[config.mk]
export PLATFORM = sky130hd
export DESIGN_NAME = busseq_top
export DESIGN_NICKNAME = d
export VERILOG_FILES = /design/src/rtl/busseq_pkg.sv /design/src/rtl/busseq_tstate.sv /design/src/rtl/busseq_datapath.sv /design/src/rtl/busseq_drive.sv /design/src/rtl/busseq_top.sv
export SDC_FILE = /design/constraint.sdc
export NUM_CORES = 1
export LEC_CHECK = 0
export ABC_CLOCK_PERIOD_IN_PS = 1740
export BUFFER_PORTS_ARGS = -buffer_cell sky130_fd_sc_hd__buf_2
export CORE_ASPECT_RATIO = 0.9
export CORE_UTILIZATION = 40
export DETAILED_ROUTE_END_ITERATION = 16
export GPL_TIMING_DRIVEN = 0
export PLACE_DENSITY_LB_ADDON = 0.2
export SYNTH_ARGS = -nofsm -noshare
export SYNTH_HDL_FRONTEND = slang
export SYNTH_SLANG_ARGS = --single-unit
export TNS_END_PERCENT = 10
[constraint.sdc]
create_clock -name clk -period 1.74 [get_ports clk]
set_input_delay 0.174 -clock clk [delete_from_list [all_inputs] [get_ports clk]]
set_output_delay 0.174 -clock clk [all_outputs]
set_load 0.01 [all_outputs]
[src/rtl/busseq_pkg.sv]
package busseq_pkg;

   typedef enum logic [2:0] {
      K_FETCH = 3'd0,
      K_MRD   = 3'd1,
      K_MWR   = 3'd2,
      K_IORD  = 3'd3,
      K_IOWR  = 3'd4
   } kind_t;

   typedef enum logic [2:0] {
      S_IDLE = 3'd0,
      S_T1   = 3'd1,
      S_T2   = 3'd2,
      S_TW   = 3'd3,
      S_T3   = 3'd4,
      S_T4   = 3'd5
   } tstate_t;

   function automatic logic kind_ok(input logic [2:0] k);
      return k <= 3'd4;
   endfunction

   function automatic logic kind_io(input logic [2:0] k);
      return (k == K_IORD) || (k == K_IOWR);
   endfunction

   function automatic logic kind_wr(input logic [2:0] k);
      return (k == K_MWR) || (k == K_IOWR);
   endfunction

   function automatic logic [1:0] kind_status(input logic [2:0] k);
      case (k)
         K_FETCH:       return 2'b11;
         K_MRD, K_IORD: return 2'b10;
         K_MWR, K_IOWR: return 2'b01;
         default:       return 2'b00;
      endcase
   endfunction

endpackage

[src/rtl/busseq_tstate.sv]
module busseq_tstate
   import busseq_pkg::*;
#(
   parameter int DECODE_STATES = 1
) (
   input  logic    clk,
   input  logic    rst_n,
   input  logic    start,
   input  logic    is_fetch,
   input  logic    ready,
   output tstate_t state,
   output logic    done
);

   localparam logic HAS_DEC = (DECODE_STATES > 0);

   initial begin : elab_chk
      assert (DECODE_STATES >= 0 && DECODE_STATES <= 16)
         else $error("DECODE_STATES out of range");
   end

   tstate_t nxt;
   logic    dec_last;

   generate
      if (DECODE_STATES > 1) begin : g_cnt
         localparam int CW = $clog2(DECODE_STATES);
         logic [CW-1:0] cnt;
         always_ff @(posedge clk or negedge rst_n) begin
            if (!rst_n)             cnt <= '0;
            else if (state != S_T4) cnt <= '0;
            else                    cnt <= cnt + 1'b1;
         end
         assign dec_last = (cnt == CW'(DECODE_STATES - 1));
      end else begin : g_one
         assign dec_last = 1'b1;
      end
   endgenerate

   always_comb begin
      nxt = state;
      unique case (state)
         S_IDLE:     if (start) nxt = S_T1;
         S_T1:       nxt = S_T2;
         S_T2, S_TW: nxt = ready ? S_T3 : S_TW;
         S_T3:       nxt = (is_fetch && HAS_DEC) ? S_T4 : S_IDLE;
         S_T4:       if (dec_last) nxt = S_IDLE;
         default:    nxt = S_IDLE;
      endcase
   end

   always_ff @(posedge clk or negedge rst_n) begin
      if (!rst_n) state <= S_IDLE;
      else        state <= nxt;
   end

   assign done = ((state == S_T3) && !(is_fetch && HAS_DEC)) ||
                 ((state == S_T4) && dec_last);

   AST_WAIT_HOLD: assert property (@(posedge clk) disable iff (!rst_n)
      ((state == S_T2 || state == S_TW) && !ready) |=> (state == S_TW));

   AST_START_T1: assert property (@(posedge clk) disable iff (!rst_n)
      (start && state == S_IDLE) |=> (state == S_T1));

endmodule

[src/rtl/busseq_datapath.sv]
module busseq_datapath
   import busseq_pkg::*;
#(
   parameter int ADDR_W = 16,
   parameter int DATA_W = 8
) (
   input  logic              clk,
   input  logic              rst_n,
   input  logic              start,
   input  logic [2:0]        req_kind,
   input  logic [ADDR_W-1:0] req_addr,
   input  logic [DATA_W-1:0] req_wdata,
   input  tstate_t           state,
   input  logic [DATA_W-1:0] ad_in,
   output logic [2:0]        cur_kind,
   output logic [ADDR_W-1:0] cur_addr,
   output logic [DATA_W-1:0] cur_wdata,
   output logic [DATA_W-1:0] rd_data
);

   always_ff @(posedge clk or negedge rst_n) begin
      if (!rst_n) begin
         cur_kind  <= K_FETCH;
         cur_addr  <= '0;
         cur_wdata <= '0;
      end else if (start) begin
         cur_kind  <= req_kind;
         cur_addr  <= req_addr;
         cur_wdata <= req_wdata;
      end
   end

   always_ff @(posedge clk or negedge rst_n) begin
      if (!rst_n)
         rd_data <= '0;
      else if (state == S_T3 && !kind_wr(cur_kind))
         rd_data <= ad_in;
   end

   AST_REQ_FROZEN: assert property (@(posedge clk) disable iff (!rst_n)
      (state != S_IDLE && $past(state) != S_IDLE) |-> $stable(cur_addr) && $stable(cur_kind));

endmodule

[src/rtl/busseq_drive.sv]
module busseq_drive
   import busseq_pkg::*;
#(
   parameter int ADDR_W    = 16,
   parameter int DATA_W    = 8,
   parameter bit IO_MIRROR = 1'b1
) (
   input  logic                     clk,
   input  logic                     rst_n,
   input  tstate_t                  state,
   input  logic [2:0]               cur_kind,
   input  logic [ADDR_W-1:0]        cur_addr,
   input  logic [DATA_W-1:0]        cur_wdata,
   output logic                     ale,
   output logic                     rd_n,
   output logic                     wr_n,
   output logic                     io_m,
   output logic [1:0]               status,
   output logic [ADDR_W-DATA_W-1:0] addr_hi,
   output logic                     addr_hi_oe,
   output logic [DATA_W-1:0]        ad_out,
   output logic                     ad_oe
);

   localparam int HI_W = ADDR_W - DATA_W;

   initial begin : elab_chk
      assert (HI_W > 0) else $error("ADDR_W must exceed DATA_W");
      assert (!IO_MIRROR || HI_W == DATA_W) else $error("port mirroring needs equal halves");
   end

   logic            active, is_io, is_wr, strobe_win;
   logic [HI_W-1:0] hi_mem, hi_io;

   assign active     = (state != S_IDLE);
   assign is_io      = kind_io(cur_kind);
   assign is_wr      = kind_wr(cur_kind);
   assign strobe_win = (state == S_T2) || (state == S_TW) || (state == S_T3);
   assign hi_mem     = cur_addr[ADDR_W-1:DATA_W];

   generate
      if (IO_MIRROR) begin : g_mirror
         assign hi_io = HI_W'(cur_addr[DATA_W-1:0]);
      end else begin : g_zero
         assign hi_io = '0;
      end
   endgenerate

   assign ale        = (state == S_T1);
   assign rd_n       = !(strobe_win && !is_wr);
   assign wr_n       = !(strobe_win && is_wr);
   assign io_m       = active && is_io;
   assign status     = active ? kind_status(cur_kind) : 2'b00;
   assign addr_hi_oe = active;
   assign addr_hi    = !active ? '0 : (is_io ? hi_io : hi_mem);
   assign ad_oe      = (state == S_T1) || (strobe_win && is_wr);
   assign ad_out     = (state == S_T1) ? cur_addr[DATA_W-1:0] : cur_wdata;

   AST_ALE_PULSE: assert property (@(posedge clk) disable iff (!rst_n)
      ale |=> !ale);

   AST_STROBE_EXCL: assert property (@(posedge clk) disable iff (!rst_n)
      !(!rd_n && !wr_n));

   AST_HIZ_IDLE: assert property (@(posedge clk) disable iff (!rst_n)
      !addr_hi_oe |-> (!ad_oe && status == 2'b00 && rd_n && wr_n));

   AST_STATUS_STABLE: assert property (@(posedge clk) disable iff (!rst_n)
      (addr_hi_oe && $past(addr_hi_oe)) |-> ($stable(status) && $stable(io_m)));

endmodule

[src/rtl/busseq_top.sv]
module busseq_top
   import busseq_pkg::*;
#(
   parameter int ADDR_W        = 16,
   parameter int DATA_W        = 8,
   parameter int DECODE_STATES = 1,
   parameter bit IO_MIRROR     = 1'b1
) (
   input  logic                     clk,
   input  logic                     rst_n,
   input  logic                     req_valid,
   input  logic [2:0]               req_kind,
   input  logic [ADDR_W-1:0]        req_addr,
   input  logic [DATA_W-1:0]        req_wdata,
   input  logic                     ready,
   input  logic [DATA_W-1:0]        ad_in,
   output logic                     ale,
   output logic                     rd_n,
   output logic                     wr_n,
   output logic                     io_m,
   output logic [1:0]               status,
   output logic [ADDR_W-DATA_W-1:0] addr_hi,
   output logic                     addr_hi_oe,
   output logic [DATA_W-1:0]        ad_out,
   output logic                     ad_oe,
   output logic [DATA_W-1:0]        rd_data,
   output logic                     done
);

   tstate_t           state;
   logic              start;
   logic [2:0]        cur_kind;
   logic [ADDR_W-1:0] cur_addr;
   logic [DATA_W-1:0] cur_wdata;

   assign start = req_valid && (state == S_IDLE) && kind_ok(req_kind);

   busseq_tstate #(.DECODE_STATES(DECODE_STATES)) u_fsm (
      .clk      (clk),
      .rst_n    (rst_n),
      .start    (start),
      .is_fetch (cur_kind == K_FETCH),
      .ready    (ready),
      .state    (state),
      .done     (done)
   );

   busseq_datapath #(.ADDR_W(ADDR_W), .DATA_W(DATA_W)) u_dp (
      .clk       (clk),
      .rst_n     (rst_n),
      .start     (start),
      .req_kind  (req_kind),
      .req_addr  (req_addr),
      .req_wdata (req_wdata),
      .state     (state),
      .ad_in     (ad_in),
      .cur_kind  (cur_kind),
      .cur_addr  (cur_addr),
      .cur_wdata (cur_wdata),
      .rd_data   (rd_data)
   );

   busseq_drive #(.ADDR_W(ADDR_W), .DATA_W(DATA_W), .IO_MIRROR(IO_MIRROR)) u_drv (
      .clk        (clk),
      .rst_n      (rst_n),
      .state      (state),
      .cur_kind   (cur_kind),
      .cur_addr   (cur_addr),
      .cur_wdata  (cur_wdata),
      .ale        (ale),
      .rd_n       (rd_n),
      .wr_n       (wr_n),
      .io_m       (io_m),
      .status     (status),
      .addr_hi    (addr_hi),
      .addr_hi_oe (addr_hi_oe),
      .ad_out     (ad_out),
      .ad_oe      (ad_oe)
   );

   AST_DONE_PULSE: assert property (@(posedge clk) disable iff (!rst_n)
      done |=> (!done && !ale));

endmodule

==> results by group <==
Synthesis
  – Synthesized area per cell: 12.73 µm²
  – Top cell type's share of synthesized area: 51.14%
  – Gate Count Post-Synth: 146
  – Ranking of synthesized cells by area: dfrtp_1 (51%), mux2_2 (21%), mux2_4 (6.5%)
  – Compound-gate portion of the synthesized area: 7.873%
  – Leading area contributor after synthesis: dfrtp_1
  – Most used DFF post-synth: dfrtp_1
  – Post-synth EDFFs: 0
  – Post-synthesis mux area share: 27.66%
  – Post-Synthesis Cell Area: 1859 µm²
  – Largest family of logic cells by synthesized area: multiplexers
  – Synthesized Nets: 185
  – Count of cell types in the netlist: 28
  – Post-synthesis xor/xnor area fraction: 0.4711%
  – Simple-gate share of the synthesized area: 8.816%
  – Seq/Total Area, Yosys: 51.14%
  – Ys Warns: 0
  – Adder-Cell Fraction of Synth Area: 0%
  – Yosys reg bits: 38
  – Post-synthesis async set-or-reset flop share: 100.0%

Power
  – P_int: 3.643 mW
  – Pwr Density: 2125 nW/µm²
  – Flop pwr share: 29.7%
  – Logic pwr share: 53.7%
  – Sw power: 1.950 mW
  – VDD IR max: 1.112 mV
  – Sw frac: 34.86%
  – Tot Pwr: 5.593 mW
  – Static leakage power: 1.272 nW
  – Clk network pwr share: 16.6%

Setup path
  – Arr. time, crit path: 1.63 ns
  – CP max-delay cell: dfrtp_2
  – Crit end category: output pin
  – Critical-path maximum fanout: 4
  – R2R setup slack: 0.01 ns
  – Setup crit start kind: register
  – Setup Crit Path Kind: reg -> out
  – R2R cell count: 5
  – Reg-to-Reg Start: u_fsm.state[1]
  – CP max stage delay: 0.45 ns
  – Worst R2R End: u_dp.rd_data[4]
  – Worst-path cell chain: nor3b_4 > buf_6 > mux2_2 > buf_6
  – Cell mode on critical path: buf_6
  – Crit path required time: 1.57 ns

Routing
  – DR iter-0 viols: 45
  – Antenna-violating nets left: 0
  – Via-per-instance ratio: 4.893
  – Total wire length: 4.139 mm
  – Remaining DRCs: 0
  – DR WL/cell: 14.22 µm
  – DR vias: 1,424
  – Pre-antenna DRT Iters: 6

Timing
  – Post-layout min period: 1.807 ns
  – RSZ-0062 raised after global routing: yes
  – Fin worst setup slack: -0.06739 ns
  – Max Clk Rate: 553.3 MHz
  – Fin. max-slew vios: 0
  – Final hold vios: 38
  – Post-route clock period utilization: 103.9%
  – Max-slew headroom: 44.33%
  – Min Hold Slack: -0.01743 ns
  – Final clock skew: 0.007337 ns
  – Setup-failing EPs final: 10
  – Tightest Pin Transition: 0.8351 ns

GRT
  – First-pass GRT wire length: 6.258 mm
  – Initial antenna violation count: 0
  – All-layer global routing usage: 17.64%
  – Largest net degree at the start of global routing: 39
  – Vias in the first global route: 1,272
  – Aggregate global routing overflow: 0

Finish
  – Fin nets: 267
  – Design Area, Final: 2633 µm²
  – Antenna diodes: 0
  – Commonest non-fill, non-tap cells in the layout: buf_2 (63), dfrtp_1 (34), mux2_2 (28)
  – Most common cell after layout, fill and taps aside: buf_2
  – Synth-to-Final Area Change: 41.59%
  – Share of layout cells above drive strength 1: 65.07%

Die
  – Die Span X: 73.87 µm
  – Die area: 4925 µm²
  – Die Height: 66.68 µm
  – Core area: 4461 µm²
  – Cell Rows: 23
  – # IOs: 72
  – Initial core utilization: 41.68%

Placement
  – Buffers on Ports: 71
  – GP Congestion: 0.7356
  – Post-DP HPWL: 2.825 mm
  – Placed cell areas: 2292 µm²

Clock tree
  – Worst-path clk slew: 0.08 ns
  – Root Driver: clkbuf_8
  – Num CTS Buffers: 5
  – CTS sink cnt: 38
  – H-tree lvl count: 2
  – CTS tree: done
  – CTS max path bufs: 2
  – Clk_lat worst skew: 0.29 ns

Hold path
  – Worst hold path type: in -> async

Run
  – Max cap viols: 0

Status
  – Status: finished, violations left
  – Failing checks: hold timing, setup timing
-- worst max-delay path: cells and delay by family, from the launching register on --
| family | cells | cell delay [ns] |
|---|---|---|
| buf+inv | 2 | 0.29 |
| flops | 1 | 0.45 |
| mux | 1 | 0.34 |
| simple gates | 1 | 0.26 |
-- cells in the mapped netlist (all sizes together) (2+ instances only) --
library cell,instances
nand3b,2
a211oi,3
nor3b,3
nand2,3
mux2,43
buf,7
o21ai,11
nand3,10
inv,3
or3b,2
a21oi,9
clkbuf,3
dfrtp,38
-- state kept, by name, summed over array words and instances (netlist names) --
| name | flops |
|---|---|
| u_dp.cur_addr | 16 |
| u_dp.cur_kind | 3 |
| u_dp.cur_wdata | 8 |
| u_dp.rd_data | 8 |
| u_fsm.state | 3 |
-- power by group through the flow --
stage / clock network, mW / logic, mW / registers (mW)
after floorplan: 0 / 1.67 / 1.59
after global placement: 0 / 2.44 / 1.61
after detailed placement: 0 / 2.47 / 1.61
after CTS: 0.948 / 2.92 / 1.64
after global routing: 0.991 / 3.24 / 1.73
final: 0.931 / 3.00 / 1.66
-- routing by layer --
layer | vias to the layer above | part of all wire (%) | wire, µm | global-route usage (%)
met5 | - | 0 | 0 | 0
met4 | 0 | 1.5 | 63 | 7.933
met3 | 7 | 4.1 | 168 | 3.782
met2 | 34 | 47 | 1933 | 26.49
met1 | 692 | 48 | 1975 | 24.28
li1 | 691 | - | - | -
-- cell families (layout without fill, tap and decap cells) --
group / count (synthesis) / count (layout)
buffers and inverters: 13 / 96
and+or+nand+nor: 25 / 25
AOI/OAI and AO/OA: 26 / 26
DFF: 38 / 38
muxes: 43 / 43
xor gates and xnor gates: 1 / 1
-- metrics by stage --
| stage | worst slack, ns | hold slack (ns) | std cells | util (%) | setup TNS [ns] |
|---|---|---|---|---|---|
| floorplan | 0.2077 | -0.1216 | 146 | - | 0 |
| global placement | -0.03598 | 0.3284 | 279 | 51.39 | -0.1825 |
| detailed placement | -0.08432 | 0.3262 | 279 | 51.39 | -0.5838 |
| CTS | -0.07063 | 0.006086 | 289 | 58.12 | -0.7961 |
| global route | -0.1291 | 0.04557 | 291 | 59.02 | -1.868 |
| finish | -0.06739 | -0.01743 | 291 | 59.02 | -0.5033 |
-- how the worst max path moves through the flow --
stage	start	endpoint	slack, ns	depth (start not counted)
4_1_cts	u_fsm.state[1]	ad_out[6]	-0.07	4
5_1_grt	u_fsm.state[1]	ad_out[7]	-0.13	4
6_report	u_fsm.state[1]	ad_out[3]	-0.07	4
2_1_floorplan	u_dp.cur_kind[1]	io_m	0.21	4
3_3_place_gp	u_fsm.state[1]	u_dp.cur_addr[9]	-0.04	4
3_5_place_dp	u_dp.cur_kind[0]	addr_hi[2]	-0.08	5
-- final cells by class --
class                      count  area [µm²]
buffer                         7       77.57
clock buffer                   6       82.58
clock inverter                 2       60.06
fill                         376        1828
inverter                       3       11.26
multi-input combinational     95       902.1
sequential                    38       955.9
tap                           62       77.57
timing repair buffer          78       465.4
-- timing repair --
| action | in CTS | in global routing |
|---|---|---|
| cloned | 1 | 0 |
| pin swaps | 4 | 13 |
| gates resized for setup | 34 | 16 |
| setup endpoints to repair | 19 | 30 |
| hold buffers | 0 | 0 |
| setup buffers | 4 | 2 |
No activity file was read; power rests on OpenSTA's default activity.
